`src/rtl/rxq_pkg.sv`:
```
package rxq_pkg;
  timeunit 1ns;
  timeprecision 100ps;

  localparam int TAIL_N  = 4;   // CRC field length in bytes
  localparam int HDR_N   = 14;  // bytes ahead of the payload
  localparam int MIN_PAY = 46;  // shortest unpadded payload

  localparam logic [31:0] CRC_POLY = 32'hEDB88320;
  localparam logic [31:0] CRC_GOOD = 32'hC704DD7B;

  typedef enum logic [1:0] {PH_RUN, PH_FLUSH, PH_FIN} phase_e;

  function automatic logic [31:0] crc_step(input logic [31:0] c, input logic [7:0] b);
    logic [31:0] r;
    r = c;
    for (int k = 0; k < 8; k++) begin
      r = (r[0] ^ b[k]) ? ((r >> 1) ^ CRC_POLY) : (r >> 1);
    end
    return r;
  endfunction

  function automatic logic [31:0] rev32(input logic [31:0] v);
    logic [31:0] r;
    for (int i = 0; i < 32; i++) r[i] = v[31-i];
    return r;
  endfunction
endpackage

```
`src/rtl/rxq_crc_check.sv`:
```
module rxq_crc_check
  import rxq_pkg::*;
(
  input  logic       clk,
  input  logic       rst_n,
  input  logic       clr,
  input  logic       en,
  input  logic [7:0] din,
  output logic       good
);
  timeunit 1ns;
  timeprecision 100ps;

  logic [31:0] crc_q;

  always_ff @(posedge clk or negedge rst_n) begin
    if (!rst_n)   crc_q <= '1;
    else if (clr) crc_q <= '1;
    else if (en)  crc_q <= crc_step(crc_q, din);
  end

  assign good = (rev32(crc_q) == CRC_GOOD);
endmodule

```
`src/rtl/rxq_tail_hold.sv`:
```
module rxq_tail_hold #(
  parameter int DEPTH = 4
) (
  input  logic       clk,
  input  logic       rst_n,
  input  logic       clr,
  input  logic       push,
  input  logic       pop,
  input  logic [7:0] din,
  output logic       full,
  output logic       empty,
  output logic [7:0] head
);
  timeunit 1ns;
  timeprecision 100ps;

  localparam int FW = $clog2(DEPTH + 1);
  localparam int IW = (DEPTH > 1) ? $clog2(DEPTH) : 1;

  logic [7:0]    slot [DEPTH];
  logic [FW-1:0] fill;

  assign full  = (fill == FW'(DEPTH));
  assign empty = (fill == '0);
  assign head  = slot[0];

  always_ff @(posedge clk or negedge rst_n) begin
    if (!rst_n) begin
      fill <= '0;
      for (int i = 0; i < DEPTH; i++) slot[i] <= '0;
    end else if (clr) begin
      fill <= '0;
    end else if (push) begin
      if (full) begin
        for (int i = 0; i < DEPTH - 1; i++) slot[i] <= slot[i+1];
        slot[DEPTH-1] <= din;
      end else begin
        slot[fill[IW-1:0]] <= din;
        fill <= fill + FW'(1);
      end
    end else if (pop && !empty) begin
      for (int i = 0; i < DEPTH - 1; i++) slot[i] <= slot[i+1];
      fill <= fill - FW'(1);
    end
  end
endmodule

```
`src/rtl/rxq_lane_pack.sv`:
```
module rxq_lane_pack #(
  parameter int BYTES = 4
) (
  input  logic               clk,
  input  logic               rst_n,
  input  logic               push,
  input  logic [7:0]         din,
  input  logic               fin,
  output logic               can_take,
  output logic               q_valid,
  input  logic               q_ready,
  output logic [8*BYTES-1:0] q_data,
  output logic [BYTES-1:0]   q_be,
  output logic               q_last
);
  timeunit 1ns;
  timeprecision 100ps;

  localparam int WORD_W = 8 * BYTES;
  localparam int CW     = $clog2(BYTES + 1);

  logic [WORD_W-1:0] acc;
  logic [CW-1:0]     cnt;
  logic [BYTES-1:0]  be_part;
  logic              wrap;
  logic              close;

  assign can_take = !q_valid || q_ready;
  assign wrap     = push && (cnt == CW'(BYTES));
  assign close    = fin && (cnt != '0);

  // one lane register per byte position
  for (genvar j = 0; j < BYTES; j++) begin : g_lane
    assign be_part[j] = (CW'(j) < cnt);
    always_ff @(posedge clk or negedge rst_n) begin
      if (!rst_n)
        acc[8*j +: 8] <= '0;
      else if (wrap)
        acc[8*j +: 8] <= (j == 0) ? din : 8'h00;
      else if (fin)
        acc[8*j +: 8] <= 8'h00;
      else if (push && cnt == CW'(j))
        acc[8*j +: 8] <= din;
    end
  end

  always_ff @(posedge clk or negedge rst_n) begin
    if (!rst_n)         cnt <= '0;
    else if (wrap)      cnt <= CW'(1);
    else if (push)      cnt <= cnt + CW'(1);
    else if (fin)       cnt <= '0;
  end

  always_ff @(posedge clk or negedge rst_n) begin
    if (!rst_n) begin
      q_valid <= 1'b0;
      q_data  <= '0;
      q_be    <= '0;
      q_last  <= 1'b0;
    end else begin
      if (q_valid && q_ready) q_valid <= 1'b0;
      if (wrap) begin
        q_valid <= 1'b1;
        q_data  <= acc;
        q_be    <= '1;
        q_last  <= 1'b0;
      end else if (close) begin
        q_valid <= 1'b1;
        q_data  <= acc;
        q_be    <= be_part;
        q_last  <= 1'b1;
      end
    end
  end
endmodule

```
`src/rtl/rxq_frame_tally.sv`:
```
module rxq_frame_tally #(
  parameter int CNT_W = 16
) (
  input  logic             clk,
  input  logic             rst_n,
  input  logic             clr,
  input  logic             take,
  input  logic             ovf,
  input  logic             rxer,
  input  logic             odd,
  input  logic             kept,
  output logic [CNT_W-1:0] frame_len,
  output logic [CNT_W-1:0] kept_len,
  output logic             any_ovf,
  output logic             any_rxer,
  output logic             any_odd
);
  timeunit 1ns;
  timeprecision 100ps;

  always_ff @(posedge clk or negedge rst_n) begin
    if (!rst_n) begin
      frame_len <= '0;
      any_ovf   <= 1'b0;
      any_rxer  <= 1'b0;
      any_odd   <= 1'b0;
    end else if (clr) begin
      frame_len <= '0;
      any_ovf   <= 1'b0;
      any_rxer  <= 1'b0;
      any_odd   <= 1'b0;
    end else if (take) begin
      frame_len <= frame_len + CNT_W'(1);
      any_ovf   <= any_ovf  | ovf;
      any_rxer  <= any_rxer | rxer;
      any_odd   <= any_odd  | odd;
    end
  end

  always_ff @(posedge clk or negedge rst_n) begin
    if (!rst_n)     kept_len <= '0;
    else if (clr)   kept_len <= '0;
    else if (kept)  kept_len <= kept_len + CNT_W'(1);
  end
endmodule

```
`src/rtl/rxq_word_packer.sv`:
```
module rxq_word_packer
  import rxq_pkg::*;
#(
  parameter int CNT_W = 16,
  parameter int BYTES = 4
) (
  input  logic                   clk,
  input  logic                   rst_n,
  input  logic                   cfg_strip_pad,
  input  logic                   cfg_strip_crc,
  input  logic                   in_valid,
  output logic                   in_ready,
  input  logic [7:0]             in_data,
  input  logic                   in_eof,
  input  logic                   in_ovf,
  input  logic                   in_rxer,
  input  logic                   in_odd,
  output logic                   q_valid,
  input  logic                   q_ready,
  output logic [8*BYTES-1:0]     q_data,
  output logic [BYTES-1:0]       q_be,
  output logic                   q_last,
  input  logic                   st_full,
  output logic                   st_we,
  output logic [4+2*CNT_W-1:0]   st_word
);
  timeunit 1ns;
  timeprecision 100ps;

  phase_e     phase;
  logic       rd_prev;
  logic       in_frame;
  logic       drop_q;
  logic [7:0] len_hi, len_lo;

  logic       drop_now, rd, keep_rd, pack_ok;
  logic       win_full, win_empty, win_clr, win_pop;
  logic [7:0] win_head;
  logic       pad_cut, fwd_run, fwd_flush, pack_push, fin_go;
  logic       crc_good;

  logic [CNT_W-1:0] frame_len, kept_len, pop_idx;
  logic             any_ovf, any_rxer, any_odd;
  logic [15:0]      len_field;

  // read side: every other clock at most, drop decision on the first byte
  assign drop_now = in_frame ? drop_q : st_full;
  assign in_ready = (phase == PH_RUN) && !rd_prev && (drop_now || pack_ok);
  assign rd       = in_valid && in_ready;
  assign keep_rd  = rd && !drop_now;

  // padding decision for the byte leaving the tail window
  assign len_field = {len_hi, len_lo};
  assign pop_idx   = frame_len - CNT_W'(TAIL_N);
  assign pad_cut   = cfg_strip_pad && (len_field < 16'(MIN_PAY)) &&
                     (32'(pop_idx) >= 32'(len_field) + 32'(HDR_N));

  assign fwd_run   = keep_rd && win_full && !pad_cut;
  assign win_clr   = (phase == PH_FLUSH) && (cfg_strip_crc || win_empty);
  assign win_pop   = (phase == PH_FLUSH) && !win_clr && pack_ok;
  assign fwd_flush = win_pop;
  assign pack_push = fwd_run || fwd_flush;
  assign fin_go    = (phase == PH_FIN) && pack_ok;

  always_ff @(posedge clk or negedge rst_n) begin
    if (!rst_n) begin
      phase    <= PH_RUN;
      rd_prev  <= 1'b0;
      in_frame <= 1'b0;
      drop_q   <= 1'b0;
      len_hi   <= '0;
      len_lo   <= '0;
    end else begin
      rd_prev <= rd;
      if (rd && !in_frame) drop_q <= st_full;
      if (rd && !(in_eof && drop_now)) in_frame <= 1'b1;
      if (rd && in_eof && drop_now)    in_frame <= 1'b0;
      if (fin_go)                      in_frame <= 1'b0;
      if (keep_rd && frame_len == CNT_W'(HDR_N - 2)) len_hi <= in_data;
      if (keep_rd && frame_len == CNT_W'(HDR_N - 1)) len_lo <= in_data;
      case (phase)
        PH_RUN:   if (keep_rd && in_eof) phase <= PH_FLUSH;
        PH_FLUSH: if (win_clr)           phase <= PH_FIN;
        PH_FIN:   if (fin_go)            phase <= PH_RUN;
        default:                         phase <= PH_RUN;
      endcase
    end
  end

  rxq_tail_hold #(.DEPTH(TAIL_N)) u_tail (
    .clk   (clk),
    .rst_n (rst_n),
    .clr   (win_clr),
    .push  (keep_rd),
    .pop   (win_pop),
    .din   (in_data),
    .full  (win_full),
    .empty (win_empty),
    .head  (win_head)
  );

  rxq_crc_check u_crc (
    .clk   (clk),
    .rst_n (rst_n),
    .clr   (fin_go),
    .en    (keep_rd),
    .din   (in_data),
    .good  (crc_good)
  );

  rxq_lane_pack #(.BYTES(BYTES)) u_pack (
    .clk      (clk),
    .rst_n    (rst_n),
    .push     (pack_push),
    .din      (win_head),
    .fin      (fin_go),
    .can_take (pack_ok),
    .q_valid  (q_valid),
    .q_ready  (q_ready),
    .q_data   (q_data),
    .q_be     (q_be),
    .q_last   (q_last)
  );

  rxq_frame_tally #(.CNT_W(CNT_W)) u_tally (
    .clk       (clk),
    .rst_n     (rst_n),
    .clr       (fin_go),
    .take      (keep_rd),
    .ovf       (in_ovf),
    .rxer      (in_rxer),
    .odd       (in_odd),
    .kept      (pack_push),
    .frame_len (frame_len),
    .kept_len  (kept_len),
    .any_ovf   (any_ovf),
    .any_rxer  (any_rxer),
    .any_odd   (any_odd)
  );

  assign st_we   = fin_go;
  assign st_word = {kept_len, frame_len, any_odd, any_rxer, any_ovf, !crc_good};
endmodule

```
`config.mk`:
```
export PLATFORM = sky130hd
export DESIGN_NAME = rxq_word_packer
export DESIGN_NICKNAME = d
export VERILOG_FILES = /design/src/rtl/rxq_pkg.sv /design/src/rtl/rxq_crc_check.sv /design/src/rtl/rxq_tail_hold.sv /design/src/rtl/rxq_lane_pack.sv /design/src/rtl/rxq_frame_tally.sv /design/src/rtl/rxq_word_packer.sv
export SDC_FILE = /design/constraint.sdc
export NUM_CORES = 1
export LEC_CHECK = 0
export CAP_MARGIN = 40
export CELL_PAD_IN_SITES_DETAIL_PLACEMENT = 0
export CELL_PAD_IN_SITES_GLOBAL_PLACEMENT = 1
export CORE_ASPECT_RATIO = 0.8
export CORE_MARGIN = 2
export CORE_UTILIZATION = 40
export DETAILED_ROUTE_END_ITERATION = 16
export GPL_TIMING_DRIVEN = 0
export HOLD_SLACK_MARGIN = 0.12
export PLACE_DENSITY_LB_ADDON = 0.1
export SETUP_SLACK_MARGIN = 0.5
export SLEW_MARGIN = 0
export SYNTH_ARGS = -nofsm -noshare
export SYNTH_HDL_FRONTEND = slang
export SYNTH_SLANG_ARGS = --single-unit
```
`constraint.sdc`:
```
create_clock -name clk -period 5.47 [get_ports clk]
set_clock_uncertainty 0.15 [all_clocks]
set_input_delay 0.8205 -clock clk [delete_from_list [all_inputs] [get_ports clk]]
set_output_delay 0.8205 -clock clk [all_outputs]
set_load 0.02 [all_outputs]
```
# Word-level counts from Yosys, hierarchy flattened

Index checks and enable logic that the tools add are counted.
Widths: inputs -> output; s select.

Input bits: 19
Register bits after elaboration: 196
Logic and storage cells: 200

$add $sub $neg: 7
Bitwise operators: 21
Reduce and logical (&&, ||, !) cells: 62
Multiplexer cells: 62
Eq/ne operators: 14
Order comparisons: 8

Operators with widths:

| cell                  | number |
|---|---|
| $mux 32               | 13 |
| $not 13->14           | 8 |
| $mux 8                | 13 |
| $mux 16               | 4 |
| $mux 24               | 2 |
| $add 16x1->16 const B | 2 |
| $bwmux 32             | 1 |
| $eq 16x4->1 const B   | 2 |
| $eq 32x32->1 const B  | 1 |
| $logic_and 1x1->1     | 29 |
| $reduce_bool 3->1     | 9 |
| $mux 3                | 7 |
| $add 16x4->17 const B | 1 |
| $ge 16x17->1          | 1 |
| $demux 8 s2           | 1 |
| $lt 16x6->1 const B   | 1 |
| $sub 16x3->16 const B | 1 |
| $mux 1                | 15 |
| $logic_not 1->1       | 9 |
| $mux 4                | 2 |
| $reduce_bool 2->1     | 4 |
| $xor 1x1->1           | 8 |
| $add 3x1->3 const B   | 2 |
| $eq 3x2->1 const B    | 2 |
| other kinds (22)      | 36 |

# Depth between registers and ports, before layout

Gate-level depths: netlist of run 1.

Depth in word-level cells: 18
Gate-level depth with buffers: 15
Depth with buffers taken out: 13

# Modules after synthesis

A second synthesis of run 1 with hierarchy kept.

Cell total of the unflattened synthesis: 1005
Area total of the unflattened synthesis: 11104.4 um^2

By module, submodules not included:

| module          | sequential area each (um^2) | area each (um^2) | instances | cells an instance |
|---|---|---|---|---|
| rxq_lane_pack   | 1826.8                      | 3022.9           | 1         | 242 |
| rxq_tail_hold   | 875.8                       | 2316.0           | 1         | 216 |
| rxq_crc_check   | 840.8                       | 2179.6           | 1         | 193 |
| rxq_word_packer | 525.5                       | 1801.7           | 1         | 185 |
| rxq_frame_tally | 875.8                       | 1784.2           | 1         | 169 |

# Worst setup path before layout of run 1

No wires, ideal clock.

Path kind: register -> register
Start point: reg u_tally.frame_len[8]
End point: reg u_pack.q_data[25]
Path buffers: 3
Slack: 1273 ps
Stages on the path, launching flop included: 15
Arrival time: 3924 ps
Period minus slack after synthesis: 4197 ps
Setup time: 123 ps
Required time: 5197 ps
Cell sequence: dfrtp_1 -> clkbuf_1 -> or4_1 -> or4_1 -> nor2_1 -> xor2_1 -> ha_1 -> a211oi_1 -> nand2_1 -> a211oi_1 -> a31oi_2 -> or3_1 -> buf_2 -> buf_6 -> o221a_1

Cells in the longest elaborated chain, start to end: 8

RTL lines:

| what                                                | line                  | source |
|---|---|---|
| start, declared                                     | rxq_frame_tally.sv:12 | `output logic [CNT_W-1:0] frame_len,` |
| start signal, assigned                              | rxq_frame_tally.sv:33 | `frame_len <= frame_len + CNT_W'(1);` |
| $sub 16x3->16 (*)                                   | rxq_word_packer.sv:54 | `assign pop_idx = frame_len - CNT_W'(TAIL_N);` |
| $ge 16x17->1 (*)                                    | rxq_word_packer.sv:56 | `(32'(pop_idx) >= 32'(len_field) + 32'(HDR_N));` |
| $logic_and 1x1->1 (*)                               | rxq_word_packer.sv:55 | `assign pad_cut = cfg_strip_pad && (len_field < 16'(MIN_PAY)) &&` |
| $logic_not 1->1 (*)                                 | rxq_word_packer.sv:58 | `assign fwd_run = keep_rd && win_full && !pad_cut;` |
| $logic_and 1x1->1 (*)                               | rxq_word_packer.sv:58 |  |
| $logic_or 1x1->1 (*)                                | rxq_word_packer.sv:62 | `assign pack_push = fwd_run \|\| fwd_flush;` |
| $logic_and 1x1->1 (*)                               | rxq_lane_pack.sv:29   | `assign wrap = push && (cnt == CW'(BYTES));` |
| $mux 32 / $reduce_bool 2->1 (equally long branches) | --                    |  |
| end signal, assigned                                | rxq_lane_pack.sv:57   | `q_data <= '0;` |
| end signal, assigned                                | rxq_lane_pack.sv:64   | `q_data <= acc;` |
| end signal, assigned                                | rxq_lane_pack.sv:69   | `q_data <= acc;` |
| end, declared                                       | rxq_lane_pack.sv:12   | `output logic [8*BYTES-1:0] q_data,` |

Every way passes the cells marked *; elsewhere a longest branch is shown, timed or not.
A chain may end at the register's enable or synchronous reset.

# Final worst setup path of run 1

Start point: in q_ready
End point: out st_we

Cells in the longest elaborated chain, start to end: 2

RTL lines:

| what              | line                  | source |
|---|---|---|
| start, declared   | rxq_word_packer.sv:19 | `input logic q_ready,` |
| $logic_or 1x1->1  | rxq_lane_pack.sv:28   | `assign can_take = !q_valid \|\| q_ready;` |
| $logic_and 1x1->1 | rxq_word_packer.sv:63 | `assign fin_go = (phase == PH_FIN) && pack_ok;` |
| end, declared     | rxq_word_packer.sv:24 | `output logic st_we,` |

No other way between the ends.

==> flow_summary.json, run 1 <==
{
  "wl_mm": 33.0,
  "drive_gt1_frac": 0.0971,
  "arrival_ns": 3.82,
  "num_vias": 9382,
  "final_cell_mix": "164 x dfrtp_1, 122 x nand2_1, 93 x clkdlybuf4s50_1",
  "drc": 0,
  "ant_nets": 0,
  "gr-usage-met2": 0.329,
  "overflow": 0,
  "use_met3": 0.0440,
  "placementRows": 54,
  "fmax_mhz": 209,
  "cts_buffers": 17,
  "yosys_most_used_dff": "dfrtp_1",
  "layout_commonest_cell": "dfrtp_1",
  "diodes": 0,
  "ios": 95,
  "die_y_um": 152,
  "cts_sinks": 196,
  "ir_drop_mv": 0.299,
  "cp-start-kind": "primary input",
  "syn_inst": 1143,
  "hpwl_mm": 23.5,
  "area_delta_synth_final_pct": 18.5,
  "busiest_layer": "met1",
  "vias_per_cell": 5.72,
  "start_util": 0.405,
  "cts_root_buffer": "clkbuf_16",
  "synth-seq-area-share": 0.450,
  "crit_fanout": 10,
  "hold_buffers": 0,
  "status": "finished, final reports clean",
  "drt_iter0_drc": 819,
  "hp-class": "in -> async",
  "fin_tns_setup_ns": 0,
  "synth_xor_area_frac": 0.0956,
  "clk_pin_slew_ns": 0.07,
  "met1_usage": 0.365,
  "synth_fp_nets": 1189,
  "ys_ff_latch": 196,
  "yosys.cell_types.count": 66,
  "synthMuxAreaShare": 0.0356,
  "cts_tree": "yes",
  "grt_pass1_wl_mm": 52.4,
  "cts_buffer_depth": 2,
  "tightestPinTransition_ns": 0.897,
  "synth_top_family_by_area": "compound AO/OA/AOI/OAI gates",
  "io_buffers": 94,
  "rsz0062_at_grt": "no",
  "core_area_sq_um": 27200,
  "place.gp.congestion": 0.817,
  "antenna_found_initial": 0,
  "hold_viol_final": 0,
  "synth_edf_count": 0,
  "fin_nets": 1310,
  "clkLatencyLatePin_ns": 0.45,
  "grt_usage": 0.232,
  "ys_warn_count": 0,
  "power_density_nw_per_um2": 620,
  "die_width_um": 189,
  "post_cts_buffers": 0,
  "critPathCaptureType": "output pin",
  "die_area_sq_um": 28800,
  "relSlewSlack": 0.397,
  "grt_pass1_vias": 8947,
  "yosys.area_share.simple": 0.164,
  "finalMaxSlewViolations": 0,
  "setup_viol": 0,
  "dr.pass1.iters": 5,
  "fin_crit_sh": 0.876,
  "wl_per_cell_um": 20.1,
  "finalCriticalPeriod_ns": 4.79,
  "maxCapViolCount": 0,
  "p_total_uw": 8070,
  "criticalPathCategory": "in -> out",
  "synth-async-reset-ratio": 1.00,
  "grt_max_degree": 119,
  "avgSynthCellArea_sq_um": 9.62,
  "synth_fa_ha_area_frac": 0.0314,
  "n_fill_cell": 2641,
  "required_ns": 4.50,
  "synth_compound_area_frac": 0.183,
  "htree_num_levels": 4,
  "power.static_leakage_uw": 0.00526,
  "netlist_area_sq_um": 11000
}
## worst paths after layout
check | startpoint | to | slack (ns) | cells past startpoint
worst max-delay path | q_ready | st_we | 0.68 | 8
worst min-delay path | rst_n | u_tally.frame_len[10]$_DFFE_PN0P_ | 0.20 | 1
worst max register to register | u_tally.frame_len[8]$_DFFE_PN0P_ | u_pack.q_data[29]$_DFFE_PN0P_ | 0.79 | 14
worst min register to register | u_tally.any_odd$_DFFE_PN0P_ | u_tally.any_odd$_DFFE_PN0P_ | 0.35 | 1
max in group asynchronous | rst_n | u_pack.cnt[2]$_DFFE_PN0P_ | 3.89 | 2
min in group clk | u_tally.any_odd$_DFFE_PN0P_ | u_tally.any_odd$_DFFE_PN0P_ | 0.35 | 1
## sequential cells by signal (all words and copies together) (netlist names), 2 cells and up
signal	count
u_tail.head	8
phase	2
u_tail.fill	3
len_hi	8
u_crc.crc_q	32
u_tail.slot	24
len_lo	8
u_pack.q_data	32
u_pack.acc	32
u_tally.frame_len	16
u_pack.cnt	3
u_tally.kept_len	16
u_pack.q_be	4
## area by class of cell
| class | instances | area [sq um] | share of cell area |
|---|---|---|---|
| Buffer | 79 | 350 | 0.0269 |
| Clock buffer | 20 | 457 | 0.0350 |
| Clock inverter | 12 | 96.3 | 0.00739 |
| Inverter | 25 | 93.8 | 0.00720 |
| Multi-Input combinational cell | 843 | 5620 | 0.432 |
| Sequential cell | 196 | 4940 | 0.379 |
| Tap cell | 364 | 455 | 0.0349 |
| Timing Repair Buffer | 102 | 1010 | 0.0775 |
## critical path, stage by stage
cell and delay (ns):
clkdlybuf4s50_1 0.54, nand2b_1 0.19, nand2b_1 0.07, clkbuf_1 0.20, inv_2 0.24, clkbuf_1 0.60, buf_1 0.44, clkdlybuf4s50_1 0.70
## power breakdown
| part | leakage [uW] | internal (uW) | switching (uW) |
|---|---|---|---|
| clock network | 0.000266 | 617 | 619 |
| logic | 0.00250 | 1770 | 2480 |
| registers | 0.00250 | 2030 | 548 |
## cells by family after synthesis
logic type | count (synthesis)
and+or+nand+nor | 370
AOI/OAI and AO/OA | 299
DFF | 196
xor gates and xnor gates | 111
buffers and inverters | 104
muxes | 36
adders and majority gates | 27
## stage by stage
step           utilization  worst slack (ns)  instance area (sq um)  std cells  hold slack [ns]
6_report             0.480             0.680                  13000       1641            0.204
5_1_grt              0.480             0.520                  13000       1641            0.246
4_1_cts              0.479             0.663                  13000       1641            0.229
3_5_place_dp         0.459             0.457                  12500       1609            0.337
3_3_place_gp         0.456             -5.25                  12400       1601            0.338
2_1_floorplan            -              1.27                  11000       1143            0.317
## cell usage after synthesis, types with 12 or more instances
cell type | count | area [sq um]
a21oi_1 | 91 | 455
a22oi_1 | 24 | 180
a31oi_1 | 34 | 213
buf_1 | 12 | 45.0
buf_2 | 15 | 75.1
clkbuf_1 | 46 | 173
dfrtp_1 | 164 | 4100
dfstp_2 | 32 | 841
ha_1 | 26 | 325
inv_1 | 22 | 82.6
mux2_1 | 16 | 180
nand2_1 | 122 | 458
nand3_1 | 37 | 185
nand4_1 | 40 | 250
nor2_1 | 72 | 270
nor3_1 | 31 | 155
o21ai_0 | 20 | 100
o221a_1 | 32 | 360
o22ai_1 | 33 | 206
o31ai_1 | 22 | 165
xnor2_1 | 55 | 482
xor2_1 | 47 | 412
## timing repair
action | in CTS | in global routing
gates cloned | 0 | 0
setup endpoints to repair | 16 | 11
resized for setup | 1 | 3
## per-layer routing
layer,share of wire,wire length [um],vias up
met5,0,0,-
met1,0.52,17100,4670
li1,-,-,4436
met3,0.056,1850,21
met4,0.0095,312,0
met2,0.42,13700,255
Note: power is estimated with default switching activity, not from simulation.
==> run 2: changes to the inputs <==
SYNTH_HIERARCHICAL = 1   (was not set)
==> run 2 against run 1 <==
  * Critical path depth grew 9
  * Largest power group unchanged
  * Area after synthesis grew 0.96%
  * Die area grew 0.93%
==> flow_summary.json, run 2 <==
{
  "arrival_ns": 4.67,
  "relSlewSlack": 0.421,
  "drc": 0,
  "die_area_sq_um": 29100,
  "crit_path_frequent_cell": "nand2_1",
  "n_fill_cell": 2609,
  "crit_fanout": 10,
  "ir_drop_mv": 0.249,
  "required_ns": 5.65,
  "start_util": 0.407,
  "critPathCaptureType": "register",
  "drive_gt1_frac": 0.186,
  "cpPeakStageDelay_ns": 0.54,
  "synth-seq-area-share": 0.445,
  "layout_commonest_cell": "dfrtp_1",
  "fin_crit_sh": 0.822,
  "slowest_stage": "dfrtp_1",
  "reg2reg_depth": 17,
  "drt_iter0_drc": 526,
  "power_density_nw_per_um2": 585,
  "antenna_found_initial": 0,
  "syn_inst": 1005,
  "cts_buffer_depth": 2,
  "die_y_um": 153,
  "r2r_start": "u_tally/frame_len[6]$_DFFE_PN0P_",
  "area_delta_synth_final_pct": 19.0,
  "yosysMostFrequentCell": "dfrtp_1",
  "r2r_end": "u_pack/q_data[6]$_DFFE_PN0P_",
  "fin_cells": 1504,
  "die_width_um": 190,
  "register_area_sq_um": 4940,
  "yosysTopAreaCell": "dfrtp_1",
  "path_cells": "nor4_2 -> nand2_1 -> nor4_1 -> xor2_1 -> ha_1 -> a21oi_1 -> nand2_1 -> a221oi_1 -> a211oi_1 -> nor3_1 -> buf_2 -> and2_1 -> buf_6 -> a2bb2oi_4 -> buf_12 -> buf_8 -> mux2_2",
  "synthTopCellsByCount": "164 x dfrtp_1, 82 x nand2_1, 76 x xnor2_1",
  "finalCriticalPeriod_ns": 4.49,
  "hold_slack_ns": 0.228,
  "hp-class": "in -> async",
  "fin_tns_setup_ns": 0,
  "ys_warn_count": 6,
  "status": "finished, final reports clean",
  "p_total_uw": 7730,
  "grt_pass1_wl_mm": 45.0,
  "place.gp.congestion": 0.838,
  "regToRegSetupSlack_ns": 0.98,
  "htree_num_levels": 4,
  "setup.worst_path.start": "u_tally/frame_len[6]$_DFFE_PN0P_",
  "grt_max_degree": 110,
  "clkLatencyLatePin_ns": 0.44,
  "pre_cts_slack_ns": 0.772,
  "synth-async-reset-ratio": 1.00,
  "critPathTopFamily": "simple AND/OR/NAND/NOR gates",
  "cts_tree": "yes",
  "finalMaxSlewViolations": 0,
  "io_buffers": 94,
  "synth_top_area_frac": 0.370,
  "diodes": 0,
  "fin_nets": 1171,
  "hpwl_mm": 19.5,
  "dp.cells": 1469,
  "reg_top3": "u_crc/crc_q x32, u_pack/acc x32, u_pack/q_data x32",
  "criticalPathCategory": "reg -> reg",
  "yosys.cell_types.count": 76,
  "grt_usage": 0.199,
  "hold_viol_final": 0,
  "dr.pass1.iters": 5,
  "vias_per_cell": 5.20,
  "num_vias": 7823,
  "fmax_mhz": 223,
  "clk_pin_slew_ns": 0.08,
  "placementRows": 54,
  "maxCapViolCount": 0,
  "netlist_area_sq_um": 11100,
  "overflow": 0,
  "core_area_sq_um": 27300,
  "synth_fp_nets": 1049,
  "cts_root_buffer": "clkbuf_16",
  "cp-start-kind": "register",
  "yosys_most_used_dff": "dfrtp_1",
  "ys_top_cells_by_area": "dfrtp_1 37%, dfstp_2 7.6%, mux2_2 6.1%, xnor2_1 6.0%, mux2i_1 2.9%",
  "rsz0062_at_grt": "no",
  "tightestPinTransition_ns": 0.863,
  "multi_input_area_sq_um": 5670,
  "ys_ff_latch": 196,
  "setup_viol": 0,
  "cts_buffers": 17,
  "worst_slack_ns": 0.976,
  "power.static_leakage_uw": 0.00564,
  "wl_per_cell_um": 18.3,
  "grt_pass1_vias": 7714,
  "cts_sinks": 196,
  "final_cell_mix": "164 x dfrtp_1, 93 x clkdlybuf4s50_1, 82 x nand2_1",
  "crit_buf_inv": 4,
  "ios": 95,
  "ant_nets": 0,
  "avgSynthCellArea_sq_um": 11.0,
  "synth_edf_count": 0,
  "wl_mm": 27.6
}
[run 2: cell types whose count changed in the layout (fill, tap and decap cells not counted), sizes merged, moves of 15 or more]
cell and change:
clkbuf -15, o221a -32, a22oi -24, nand2 -42, o211ai +16, xnor2 +20
mux2 +50, a31oi -34, nand4 -22, a21oi -63, o22ai -32, o31ai -22
mux2i +21
[run 2: routing by layer]
| metal | GRT usage | share of wire | vias to the layer above |
|---|---|---|---|
| met1 | 0.322 | 0.54 | 3874 |
| li1 | - | - | 3794 |
| met5 | 0 | 0 | - |
| met3 | 0.0273 | 0.034 | 20 |
| met2 | 0.272 | 0.41 | 135 |
| met4 | 0.0506 | 0.012 | 0 |
[run 2: power breakdown]
part | internal [uW] | switching (uW)
combinational | 1900 | 2110
sequential | 2020 | 423
clock | 654 | 620
total | 4570 | 3160
[run 2: how the worst max path moves through the flow]
stage,slack [ns],end,depth (start not counted)
finish,0.98,u_pack/q_data[6]$_DFFE_PN0P_,17
global route,0.60,u_pack/acc[27]$_DFFE_PN0P_,15
CTS,0.71,u_pack/q_data[6]$_DFFE_PN0P_,16
detailed placement,0.77,u_pack/q_data[6]$_DFFE_PN0P_,16
global placement,-5.17,u_tail/slot[6]$_DFFE_PN0P_,1
floorplan,1.36,u_pack/q_data[10]$_DFFE_PN0P_,15
[run 2: stage by stage]
| step | instance area (sq um) | utilization |
|---|---|---|
| 2_1_floorplan | 11100 | - |
| 3_3_place_gp | 12500 | 0.458 |
| 3_5_place_dp | 12600 | 0.461 |
| 4_1_cts | 13200 | 0.482 |
| 5_1_grt | 13200 | 0.484 |
| 6_report | 13200 | 0.484 |
[run 2: repair_timing]
item	CTS	global route
hold buffers	0	0
setup buffers	0	3
gates resized for setup	0	1
endpoints found under the setup margin	0	46
[run 2: area by class of cell]
cell class	instances	area share
Buffer	61	0.0276
Clock buffer	18	0.0325
Clock inverter	14	0.0124
Inverter	36	0.0102
Multi-Input combinational cell	712	0.429
Sequential cell	196	0.374
Tap cell	364	0.0345
Timing Repair Buffer	103	0.0791
[run 2: cells by family after synthesis]
family / synth area share
AND/OR/NAND/NOR: 0.176
XOR/XNOR: 0.113
adder cells (fa/ha/maj): 0.0288
multiplexers: 0.110
AO/OA/AOI/OAI: 0.0815
buffers and inverters: 0.0450
flip-flops: 0.445
==> run 3: changes to the inputs <==
clock period = 4.2 ns   (was 5.47 ns; I/O delays follow)
==> run 3 against run 2 <==
  * Via count rose by 2.5%
  * Setup slack worse by 0.75 ns
  * Routed wire length rose by 4.2%
  * Final area increased by 4.7%
  * Fmax is 13% higher
  * Critical path type unchanged
  * Critical endpoint is now u_pack/q_data[9]$_DFFE_PN0P_
==> flow_summary.json, run 3 (same netlist as run 2, synthesis figures left out) <==
{
  "die_width_um": 190,
  "power.static_leakage_uw": 0.00589,
  "io_buffers": 94,
  "ir_drop_mv": 0.380,
  "criticalPathCategory": "reg -> reg",
  "setup_viol": 0,
  "p_sw_frac": 0.407,
  "p_switching_uw": 4250,
  "min-delay-start": "u_tally/any_odd$_DFFE_PN0P_",
  "fin_cells": 1533,
  "place_area_sq_um": 12600,
  "die_area_sq_um": 29100,
  "fin_crit_sh": 0.946,
  "wl_per_cell_um": 18.8,
  "pwr-share-comb": 0.524,
  "clkLatencyLatePin_ns": 0.45,
  "fin_tns_setup_ns": 0,
  "overflow": 0,
  "required_ns": 4.39,
  "dp.cells": 1468,
  "wl_mm": 28.8,
  "worstHoldPathCells": 2,
  "holdPathEnd": "u_tally/any_odd$_DFFE_PN0P_",
  "finalMaxSlewViolations": 0,
  "seq_power_share": 0.305,
  "critPathTopFamily": "simple AND/OR/NAND/NOR gates",
  "area_delta_synth_final_pct": 24.6,
  "cp-start-kind": "register",
  "hpwl_mm": 19.5,
  "p_int_uw": 6190,
  "cts_buffer_depth": 2,
  "fin_area_sq_um": 13800,
  "layout_commonest_cell": "dfrtp_1",
  "critPathCaptureType": "register",
  "power_density_nw_per_um2": 754,
  "multi_input_area_sq_um": 5880,
  "grt_max_degree": 110,
  "slowest_stage": "dfrtp_2",
  "hold_viol_final": 0,
  "cts_sinks": 196,
  "register_area_sq_um": 4960,
  "place.gp.congestion": 0.788,
  "status": "finished, final reports clean",
  "tightestPinTransition_ns": 0.873,
  "placementRows": 54,
  "crit_fanout": 6,
  "clkPwrFrac": 0.171,
  "finalCriticalPeriod_ns": 3.97,
  "htree_num_levels": 4,
  "r2r_start": "u_tally/frame_len[5]$_DFFE_PN0P_",
  "grt_pass1_wl_mm": 45.9,
  "drt_iter0_drc": 490,
  "grt_usage": 0.202,
  "cts_buffers": 17,
  "dr.pass1.iters": 5,
  "start_util": 0.407,
  "num_vias": 8020,
  "cpPeakStageDelay_ns": 0.46,
  "die_y_um": 153,
  "path_cells": "nor4_4 -> nand2_2 -> buf_6 -> buf_6 -> nor2_4 -> xor2_2 -> ha_1 -> nand4_1 -> nor2_2 -> a221oi_2 -> a211oi_2 -> nor3_4 -> buf_12 -> and2_4 -> buf_6 -> a2bb2oi_4 -> buf_12 -> clkbuf_16 -> mux2_2",
  "core_area_sq_um": 27300,
  "vias_per_cell": 5.23,
  "reg_top3": "u_crc/crc_q x32, u_pack/acc x32, u_pack/q_data x32",
  "final_cell_mix": "155 x dfrtp_1, 93 x clkdlybuf4s50_1, 78 x nand2_1",
  "arrival_ns": 4.16,
  "cts_tree": "yes",
  "relSlewSlack": 0.413,
  "antenna_found_initial": 0,
  "fin_nets": 1200,
  "maxCapViolCount": 0,
  "r2r_end": "u_pack/q_data[9]$_DFFE_PN0P_",
  "hp-class": "reg -> reg",
  "cts_root_buffer": "clkbuf_16",
  "ant_nets": 0,
  "crit_buf_inv": 6,
  "clk_pin_slew_ns": 0.08,
  "ios": 95,
  "diodes": 0,
  "fmax_mhz": 252,
  "reg2reg_depth": 19,
  "grt_pass1_vias": 7802,
  "drc": 0,
  "regToRegSetupSlack_ns": 0.23,
  "final_util": 0.507,
  "n_fill_cell": 2560,
  "rsz0062_at_grt": "yes",
  "p_total_uw": 10400,
  "drive_gt1_frac": 0.245,
  "crit_path_frequent_cell": "buf_6"
}
## run 3: what timing repair did
| action | 4_1_cts | 5_1_grt |
|---|---|---|
| hold buffers | 1 | 0 |
| cloned | 0 | 2 |
| pin swaps | 21 | 15 |
| setup buffers | 25 | 5 |
| hold endpoints to repair | 87 | 0 |
| resized for setup | 40 | 32 |
| setup endpoints to repair | 87 | 87 |
## run 3: worst max-delay path by stage
stage	endpoint	depth (start not counted)	slack [ns]	from
after floorplan	u_pack/q_data[10]$_DFFE_PN0P_	15	0.52	u_tally/frame_len[5]$_DFFE_PN0P_
after global placement	u_tally/frame_len[11]$_DFFE_PN0P_	1	-7.01	rst_n
after detailed placement	u_pack/q_data[6]$_DFFE_PN0P_	15	-0.23	u_tally/frame_len[5]$_DFFE_PN0P_
after CTS	u_pack/q_data[6]$_DFFE_PN0P_	17	0.25	u_tally/frame_len[4]$_DFFE_PN0P_
after global routing	u_pack/q_data[9]$_DFFE_PN0P_	17	0.06	u_tally/frame_len[5]$_DFFE_PN0P_
final	u_pack/q_data[9]$_DFFE_PN0P_	19	0.23	u_tally/frame_len[5]$_DFFE_PN0P_
## run 3: tightest hold or removal path: stages (launching register included)
cell	delay, ns
dfrtp_1	0.35
a21oi_1	0.04
nor2_1	0.07
## run 3: layout make-up
type,instances,area share
multi-input combinational,712,0.425
sequential,196,0.358
timing repair buffer,132,0.0967
tap,364,0.0329
clock buffer,17,0.0308
buffer,61,0.0296
clock inverter,15,0.0166
inverter,36,0.00977
## run 3: stage by stage
stage / setup slack [ns] / hold WS [ns]
after floorplan: 0.516 / 0.184
after global placement: -7.01 / 0.328
after detailed placement: -0.230 / 0.339
after CTS: 0.254 / 0.357
after global routing: 0.0564 / 0.378
final: 0.229 / 0.348
## run 3: power groups by stage
stage | clock, uW | combinational (uW) | sequential [uW]
final | 1790 | 5470 | 3180
after global routing | 1930 | 5970 | 3280
after CTS | 1850 | 5370 | 3180
after detailed placement | 0 | 5210 | 3210
after global placement | 0 | 5160 | 3210
after floorplan | 0 | 3720 | 3200
## run 3: routing by layer
| metal | up-vias | share of wire | global-route usage |
|---|---|---|---|
| met5 | - | 0 | 0 |
| met4 | 0 | 0.0080 | 0.0450 |
| met3 | 17 | 0.036 | 0.0326 |
| met2 | 167 | 0.42 | 0.282 |
| met1 | 3977 | 0.54 | 0.324 |
| li1 | 3859 | - | - |
